### src/rtl/irq_status_reg.sv
module irq_status_reg #(
  parameter int W        = 16,
  parameter int TOKD_BIT = 15,
  parameter int LTE_BIT  = 14,
  parameter int SYS_BIT  = 11,
  parameter int SYSE_BIT = 10,
  parameter int EXD_BIT  = 7,
  parameter int EXDE_BIT = 6
) (
  input  logic         clk,
  input  logic         rst_n,
  input  logic         soft_rst,
  input  logic         wr_en,
  input  logic [W-1:0] wr_data,
  output logic [W-1:0] rd_data,
  input  logic         par_err,
  input  logic         mst_abort,
  input  logic         tgt_abort,
  input  logic         exc_defer,
  input  logic         tx_done,
  input  logic         tx_ok,
  input  logic         tx_lti,
  output logic         tx_int_set,
  output logic         irq
);
  localparam logic [W-1:0] USED_MASK =
    (W'(1) << TOKD_BIT) | (W'(1) << LTE_BIT) | (W'(1) << SYS_BIT) |
    (W'(1) << SYSE_BIT) | (W'(1) << EXD_BIT) | (W'(1) << EXDE_BIT);

  logic tokd, lte, sys, syse, exd, exde;
  logic sys_evt;
  logic unused_wr;

  assign sys_evt   = par_err | mst_abort | tgt_abort;
  assign unused_wr = ^(wr_data & ~USED_MASK);

  always_ff @(posedge clk or negedge rst_n) begin
    if (!rst_n) begin
      tokd <= 1'b0;
      lte  <= 1'b0;
      sys  <= 1'b0;
      syse <= 1'b0;
    end else if (soft_rst) begin
      tokd <= 1'b0;
      lte  <= 1'b0;
      sys  <= 1'b0;
      syse <= 1'b0;
    end else begin
      if (wr_en) begin
        tokd <= wr_data[TOKD_BIT];
        lte  <= wr_data[LTE_BIT];
        syse <= wr_data[SYSE_BIT];
      end
      if (sys_evt)
        sys <= 1'b1;
      else if (wr_en && wr_data[SYS_BIT])
        sys <= 1'b0;
    end
  end

  always_ff @(posedge clk or negedge rst_n) begin
    if (!rst_n) begin
      exd  <= 1'b0;
      exde <= 1'b0;
    end else begin
      if (wr_en)
        exde <= wr_data[EXDE_BIT];
      if (exc_defer)
        exd <= 1'b1;
      else if (wr_en && wr_data[EXD_BIT])
        exd <= 1'b0;
    end
  end

  always_comb begin
    rd_data           = '0;
    rd_data[TOKD_BIT] = tokd;
    rd_data[LTE_BIT]  = lte;
    rd_data[SYS_BIT]  = sys;
    rd_data[SYSE_BIT] = syse;
    rd_data[EXD_BIT]  = exd;
    rd_data[EXDE_BIT] = exde;
  end

  assign tx_int_set = tx_done & (lte ? (tx_lti | ~tx_ok) : (~tokd | ~tx_ok));
  assign irq        = (sys & syse) | (exd & exde);
endmodule


### config.mk
export PLATFORM = sky130hd
export DESIGN_NAME = irq_status_reg
export DESIGN_NICKNAME = d
export VERILOG_FILES = /design/src/rtl/irq_status_reg.sv
export SDC_FILE = /design/constraint.sdc
export NUM_CORES = 1
export LEC_CHECK = 0
export BUFFER_PORTS_ARGS = -buffer_cell sky130_fd_sc_hd__buf_4
export CAP_MARGIN = 20
export CORE_AREA = 2 2 39 41
export DETAILED_ROUTE_END_ITERATION = 10
export DIE_AREA = 0 0 41 43
export PLACE_DENSITY_LB_ADDON = 0.05
export SYNTH_ARGS = -nofsm -noshare
export SYNTH_HDL_FRONTEND = slang
export SYNTH_SLANG_ARGS = --single-unit
### constraint.sdc
create_clock -name clk -period 1.6 [get_ports clk]
set_input_delay 0.16 -clock clk [delete_from_list [all_inputs] [get_ports clk]]
set_output_delay 0.16 -clock clk [all_outputs]
set_load 0.02 [all_outputs]
# [After elaboration in Yosys (flattened, before gate mapping)]
# Cells that the tools add are included.
[totals] regBits=6 inputBits=27
[op_classes] n_mux=12 bitwise_logic=10 n_reduce_logical=5
[ops] cell="$mux 1" n=12
[ops] cell="$or 1x1->1" n=5
[ops] cell="$reduce_bool 2->1" n=2
[ops] cell="$and 1x1->1" n=3
[ops] cell="$reduce_bool 3->1" n=1
[ops] cell="$logic_and 1x1->1" n=2
[ops] cell="$not 1->1" n=2

# [Logic depth before layout (Yosys ltp)]
# Gate-level depths: netlist of the first run.
[depth] ltp_word=4 ltp_mapped=3

# [Worst setup path before layout of the first run]
# No wires, ideal clock.
[synth_timing] path_type="reg2out" start="register tokd" end="output port tx_int_set" arrival_time_ns=1.000 required_ns=1.440 setup_slack_ns=0.440 stages_incl_launch_ff=3 path_cell_list="dfrtp_1 or2_1 a31oi_1"
[synth_via] elab_chain_cells=4
[synth_lines] element="start: declaration" line_no="30" text="logic tokd, lte, sys, syse, exd, exde;"
[synth_lines] element="start signal: assignment" line_no="50" text="tokd <= wr_data[TOKD_BIT];"
[synth_lines] element="$not 1->1" line_no="85" text="assign tx_int_set = tx_done & (lte ? (tx_lti | ~tx_ok) : (~tokd | ~tx_ok));"
[synth_lines] element="$or 1x1->1" line_no="85"
[synth_lines] element="$mux 1" line_no="85"
[synth_lines] element="$and 1x1->1" line_no="85"
[synth_lines] element="end: declaration" line_no="23" text="output logic tx_int_set,"
# No other way between the ends.

# [Worst setup path in the final report of the first run]
# Ends and elaborated chain as after synthesis.

==> results of run 1 <==
==> stage by stage <==
step	std cells	instance area (um2)	total power, mW	util	hold slack (ns)
2_1_floorplan	50	439	0.272	-	-0.136
3_3_place_gp	73	508	0.299	0.367	-0.0272
3_5_place_dp	73	508	0.299	0.367	-0.0255
4_1_cts	77	541	0.445	0.391	0.0891
5_1_grt	77	541	0.462	0.391	0.0924
6_report	77	541	0.434	0.391	0.0989
==> how the worst max path moves through the flow <==
| stage | startpoint | to | slack [ns] | cells past startpoint |
|---|---|---|---|---|
| 2_1_floorplan | tokd | tx_int_set | 0.44 | 2 |
| 3_3_place_gp | lte | tx_int_set | 0.52 | 3 |
| 3_5_place_dp | lte | tx_int_set | 0.52 | 3 |
| 4_1_cts | tokd | tx_int_set | 0.25 | 3 |
| 5_1_grt | tokd | tx_int_set | 0.19 | 3 |
| 6_report | tokd | tx_int_set | 0.27 | 3 |
==> per-layer routing <==
metal | vias up | GRT usage
li1 | 148 | -
met1 | 128 | 0.121
met2 | 19 | 0.141
met3 | 0 | 0.0471
met4 | 0 | 0.0600
met5 | - | 0
==> layout make-up <==
type | instances | area share
flip-flops and latches | 6 | 0.278
multi-input cells | 26 | 0.285
repair buffers | 25 | 0.352
inverters | 1 | 0.00694
well taps | 16 | 0.0370
clock buffers | 3 | 0.0417
==> state kept, by name (all words and copies together), names as in the netlist <==
name  count
tokd      1
exd       1
syse      1
exde      1
sys       1
lte       1
==> critical path: stages (launching register included) <==
cell and delay (ns):
dfrtp_1 0.38, or2_1 0.23, a31oi_1 0.16, buf_4 0.16
==> what timing repair did <==
| action | 4_1_cts | 5_1_grt |
|---|---|---|
| endpoints found under the hold margin | 6 | 0 |
| buffers inserted | 0 | 0 |
| resized for setup | 0 | 0 |
| hold buffers | 1 | 0 |
==> cells by family after synthesis <==
kind of cell | count (synthesis)
buf+inv | 18
compound gates | 5
flops | 6
other cells | 1
simple gates | 7
mux | 4
==> where the power goes <==
part / total [mW] / switching, mW / internal (mW) / leakage, nW
logic: 0.127 / 0.0658 / 0.0610 / 0.217
clock network: 0.136 / 0.0518 / 0.0847 / 0.0138
registers: 0.171 / 0.00865 / 0.162 / 0.0734
total: 0.434 / 0.126 / 0.308 / 0.304
==> cells in the final DEF, fill, tap and decap left out, drive strengths merged <==
| master | synthesis | routed |
|---|---|---|
| buf | 17 | 24 |
| nor3 | 1 | 1 |
| a21oi | 1 | 1 |
| conb | 1 | 10 |
| mux2i | 3 | 3 |
| clkbuf | 0 | 3 |
| a21bo | 1 | 1 |
| mux2 | 1 | 1 |
| dfrtp | 6 | 6 |
| nor2 | 3 | 3 |
| inv | 1 | 1 |
| a22o | 1 | 1 |
| nand2 | 2 | 2 |
| or2 | 1 | 1 |
| a31oi | 1 | 1 |
| a21o | 1 | 1 |
| dlygate4sd3 | 0 | 1 |
==> impl_metrics.py, run 1 <==
metrics = {
    "run_status": {
        "status": "finished clean",
    },
    "job": {
        "max-cap-violations": 0,
    },
    "yosys": {
        "synth_area_leaders": "dfrtp_1 37%, buf_4 30%, mux2i_1 7.4%",
        "synthXorXnorAreaFrac": 0,
        "ys_seq_elements": 6,
        "synth_top_area_share": 0.370,
        "netlist_instances": 41,
        "synth-compound-area-share": 0.102,
        "synth_cell_type_count": 16,
        "yosys.area_share.simple": 0.0741,
        "post-synth-top-count-cell": "buf_4",
        "synth_warnings": 0,
        "syn_area_um2": 405,
        "synth-main-ff-cell": "dfrtp_1",
        "synthAdderAreaFrac": 0,
        "ys_seq_area_frac": 0.370,
        "synth_top_family_by_area": "buffers and inverters",
        "synth_common_cells": "16 x buf_4, 6 x dfrtp_1, 3 x mux2i_1, 3 x nor2_1, 2 x nand2_1",
        "muxShareOfSynthArea": 0.111,
        "yosys.area.top_type": "dfrtp_1",
        "syn_area_per_cell_um2": 9.89,
        "async_reset_ff_frac": 1.00,
        "synth_edf_count": 0,
    },
    "place": {
        "gp_congestion": 0.677,
        "pre_cts_slack_ns": 0.519,
        "portBuffers": 24,
        "dp_hpwl_um": 628,
    },
    "finish": {
        "syn2layout_area_growth_pct": 33.3,
        "seq_area_um2": 150,
        "final_nets": 90,
        "nFillCells": 158,
        "multi_input_area_um2": 154,
        "antennaDiodeCount": 0,
        "drive_gt1_frac": 0.475,
    },
    "floorplanning": {
        "row_count": 14,
        "core_area_mm2": 0.00138,
        "start_util": 0.293,
        "dieHeight_um": 43,
        "dieArea_mm2": 0.00176,
        "die_w_um": 41,
        "ioPinCount": 45,
    },
    "detailed_routing": {
        "ant_nets": 0,
        "vias": 295,
        "routed.top_layer": "met3",
        "wl_met2_um": 375,
        "drc_errors": 0,
        "totalWireLength_um": 771,
        "vias_per_cell": 3.83,
        "wire_per_inst_um": 10.0,
        "wl_met1_um": 305,
        "wl_met3_um": 89,
        "drt_pass1_iterations": 2,
        "drtIter0Drc": 1,
    },
    "global_routing": {
        "grt_max_degree": 7,
        "grt_pass1_vias": 268,
        "track_usage": 0.101,
        "grt_pass1_wl_mm": 1.13,
        "grt.overflow.total": 0,
        "antenna_found_initial": 0,
    },
    "timing": {
        "fin_crit_ns": 1.33,
        "rsz0062_at_grt": "false",
        "skew_ns": 0,
        "drv_slew": 0,
        "final.setup.tns_ns": 0,
        "finalWorstSetupSlack_ns": 0.267,
        "finalHoldViolCount": 0,
        "timing.fmax_ghz": 0.750,
        "timing.final.crit_share": 0.833,
        "setup_viol": 0,
    },
    "cts": {
        "tritoncts": "built",
        "path_clk_slew_ns": 0.05,
        "cts_made_buffers": 3,
        "cts_root_buffer": "clkbuf_4",
        "cts_htree_levels": 1,
        "cts_buffer_depth": 2,
        "cts.sinks": 6,
        "insertion_delay_ns": 0.24,
    },
    "worst_setup_path": {
        "crit_type": "register to output pin",
        "worst-r2r-cell-count": 1,
        "start_kind": "register",
        "arrival_ns": 1.17,
        "reg2reg_slack_ns": 0.82,
        "cp-end-kind": "output pin",
        "r2r-start": "exde",
        "crit_fanout": 3,
        "r2r-end": "exde",
        "cp.required_ns": 1.44,
    },
    "min_path": {
        "holdPathStages": 2,
        "worstHoldPathType": "primary input to register",
        "hold_start": "exc_defer",
        "min_to": "exd",
    },
    "power": {
        "irDropWorstVdd_uv": 338,
        "p_per_area_mw_per_mm2": 804,
        "p_leak_nw": 0.304,
    },
}
No activity file was read; power rests on OpenSTA's default activity.
==> run 2: changes to the inputs <==
--- a/config.mk
+++ b/config.mk
@@ -7,9 +7,8 @@
 export LEC_CHECK = 0
 export BUFFER_PORTS_ARGS = -buffer_cell sky130_fd_sc_hd__buf_4
 export CAP_MARGIN = 20
-export CORE_AREA = 2 2 39 41
+export CORE_UTILIZATION = 29
 export DETAILED_ROUTE_END_ITERATION = 10
-export DIE_AREA = 0 0 41 43
 export PLACE_DENSITY_LB_ADDON = 0.05
 export SYNTH_ARGS = -nofsm -noshare
 export SYNTH_HDL_FRONTEND = slang
==> constraint.sdc (replaced) <==
create_clock -name clk -period 1.1 [get_ports clk]
set_input_delay 0.11 -clock clk [delete_from_list [all_inputs] [get_ports clk]]
set_output_delay 0.11 -clock clk [all_outputs]
set_load 0.02 [all_outputs]
==> impl_metrics.py, run 2 (synthesized netlist as in run 1, its figures left out) <==
metrics = {
    "timing": {
        "timing.fmax_ghz": 0.807,
        "drv_slew": 0,
        "setup_viol": 1,
        "rsz0062_at_grt": "true",
        "fin_crit_ns": 1.24,
        "finalHoldViolCount": 0,
        "final.setup.tns_ns": -0.139,
        "timing.final.crit_share": 1.13,
        "finalWorstSetupSlack_ns": -0.139,
        "skew_ns": 0,
    },
    "detailed_routing": {
        "ant_nets": 0,
        "drt_pass1_iterations": 2,
        "vias_per_cell": 4.09,
        "vias": 327,
        "wire_per_inst_um": 9.51,
        "totalWireLength_um": 761,
        "drtIter0Drc": 11,
        "drc_errors": 0,
    },
    "global_routing": {
        "antenna_found_initial": 0,
        "grt_pass1_wl_um": 972,
        "grt_pass1_vias": 235,
        "grt_max_degree": 7,
        "track_usage": 0.105,
        "grt.overflow.total": 0,
    },
    "floorplanning": {
        "dieHeight_um": 39.4,
        "core_area_mm2": 0.00130,
        "start_util": 0.312,
        "die_w_um": 39.4,
        "dieArea_mm2": 0.00155,
        "ioPinCount": 45,
        "row_count": 13,
    },
    "worst_setup_path": {
        "cp.required_ns": 0.99,
        "path_delay_family": "flip-flops",
        "crit_start": "lte",
        "reg2reg_slack_ns": 0.23,
        "worst-r2r-cell-count": 3,
        "worst-path-buf-inv": 1,
        "slowest_delay_ns": 0.36,
        "slowest_stage": "dfrtp_1",
        "crit_fanout": 2,
        "arrival_ns": 1.13,
        "crit_chain": "or2_1 -> a31oi_2 -> buf_4",
        "r2r-start": "sys",
        "cp-end-kind": "output pin",
        "r2r-end": "sys",
        "start_kind": "register",
        "crit_type": "register to output pin",
    },
    "finish": {
        "drive_gt1_frac": 0.523,
        "syn2layout_area_growth_pct": 42.9,
        "final_nets": 94,
        "final_cell_mix": "27 x buf_4, 10 x conb_1, 6 x dfrtp_1",
        "utilization": 0.445,
        "nFillCells": 142,
        "layout_commonest_cell": "buf_4",
        "antennaDiodeCount": 0,
    },
    "min_path": {
        "worstHoldPathType": "primary input to register",
        "holdPathStages": 2,
        "min_to": "sys",
        "hold_start": "soft_rst",
    },
    "power": {
        "p_per_area_mw_per_mm2": 1130,
        "p_leak_nw": 0.326,
        "irDropWorstVdd_uv": 555,
    },
    "job": {
        "max-cap-violations": 0,
    },
    "cts": {
        "cts_buffer_depth": 2,
        "cts_htree_levels": 1,
        "cts_made_buffers": 3,
        "tritoncts": "built",
        "path_clk_slew_ns": 0.05,
        "insertion_delay_ns": 0.24,
        "cts_root_buffer": "clkbuf_4",
        "cts.sinks": 6,
    },
    "place": {
        "portBuffers": 24,
        "gp_congestion": 0.595,
        "dp_hpwl_um": 565,
    },
    "run_status": {
        "status": "finished, violations left",
        "violations": "setup timing",
    },
}
-- run 2: changes by cell type in the layout (fill, tap and decap cells not counted) --
cell / change
a31oi_1: -1
a31oi_2: +1
buf_4: +3
buf_6: +1
-- run 2: how the worst max path moves through the flow --
stage,depth (start not counted),slack [ns],endpoint
floorplan,2,0.1,tx_int_set
global placement,3,0.05,tx_int_set
detailed placement,3,0.06,tx_int_set
CTS,3,-0.16,tx_int_set
global route,3,-0.21,tx_int_set
finish,3,-0.14,tx_int_set
-- run 2: per-layer routing --
layer	global-route usage	part of all wire
met2	0.138	0.47
met4	0.103	0.0079
met3	0.0511	0.095
met1	0.118	0.42
met5	0	0
-- run 2: stage by stage --
stage	power, mW	setup WS, ns	hold slack, ns	cell area, um2	std cells
4_1_cts	0.671	-0.156	0.0339	579	80
3_5_place_dp	0.440	0.0556	-0.0760	520	73
2_1_floorplan	0.399	0.0981	-0.186	445	50
6_report	0.657	-0.139	0.0401	579	80
5_1_grt	0.703	-0.206	0.0331	579	80
3_3_place_gp	0.440	0.0516	-0.0764	520	73
-- run 2: area by class of cell --
class                           count  area (um2)  share of cell area
Clock buffer                        3        22.5              0.0389
Multi-Input combinational cell     26         160               0.276
Tap cell                           15        18.8              0.0324
Inverter                            1        3.75             0.00648
Timing Repair Buffer               29         224               0.387
Sequential cell                     6         150               0.259
-- run 2: power breakdown --
group / switching [mW] / internal, mW / leakage (nW)
Clock: 0.0820 / 0.124 / 0.0138
Sequential: 0.00946 / 0.236 / 0.0734
Combinational: 0.103 / 0.103 / 0.239
-- run 2: what timing repair did --
item | CTS | global route
hold buffers | 1 | 0
pin swaps | 3 | 0
gates resized for setup | 1 | 0
buffers inserted | 3 | 0
setup endpoints to repair | 2 | 2
hold endpoints to repair | 6 | 0
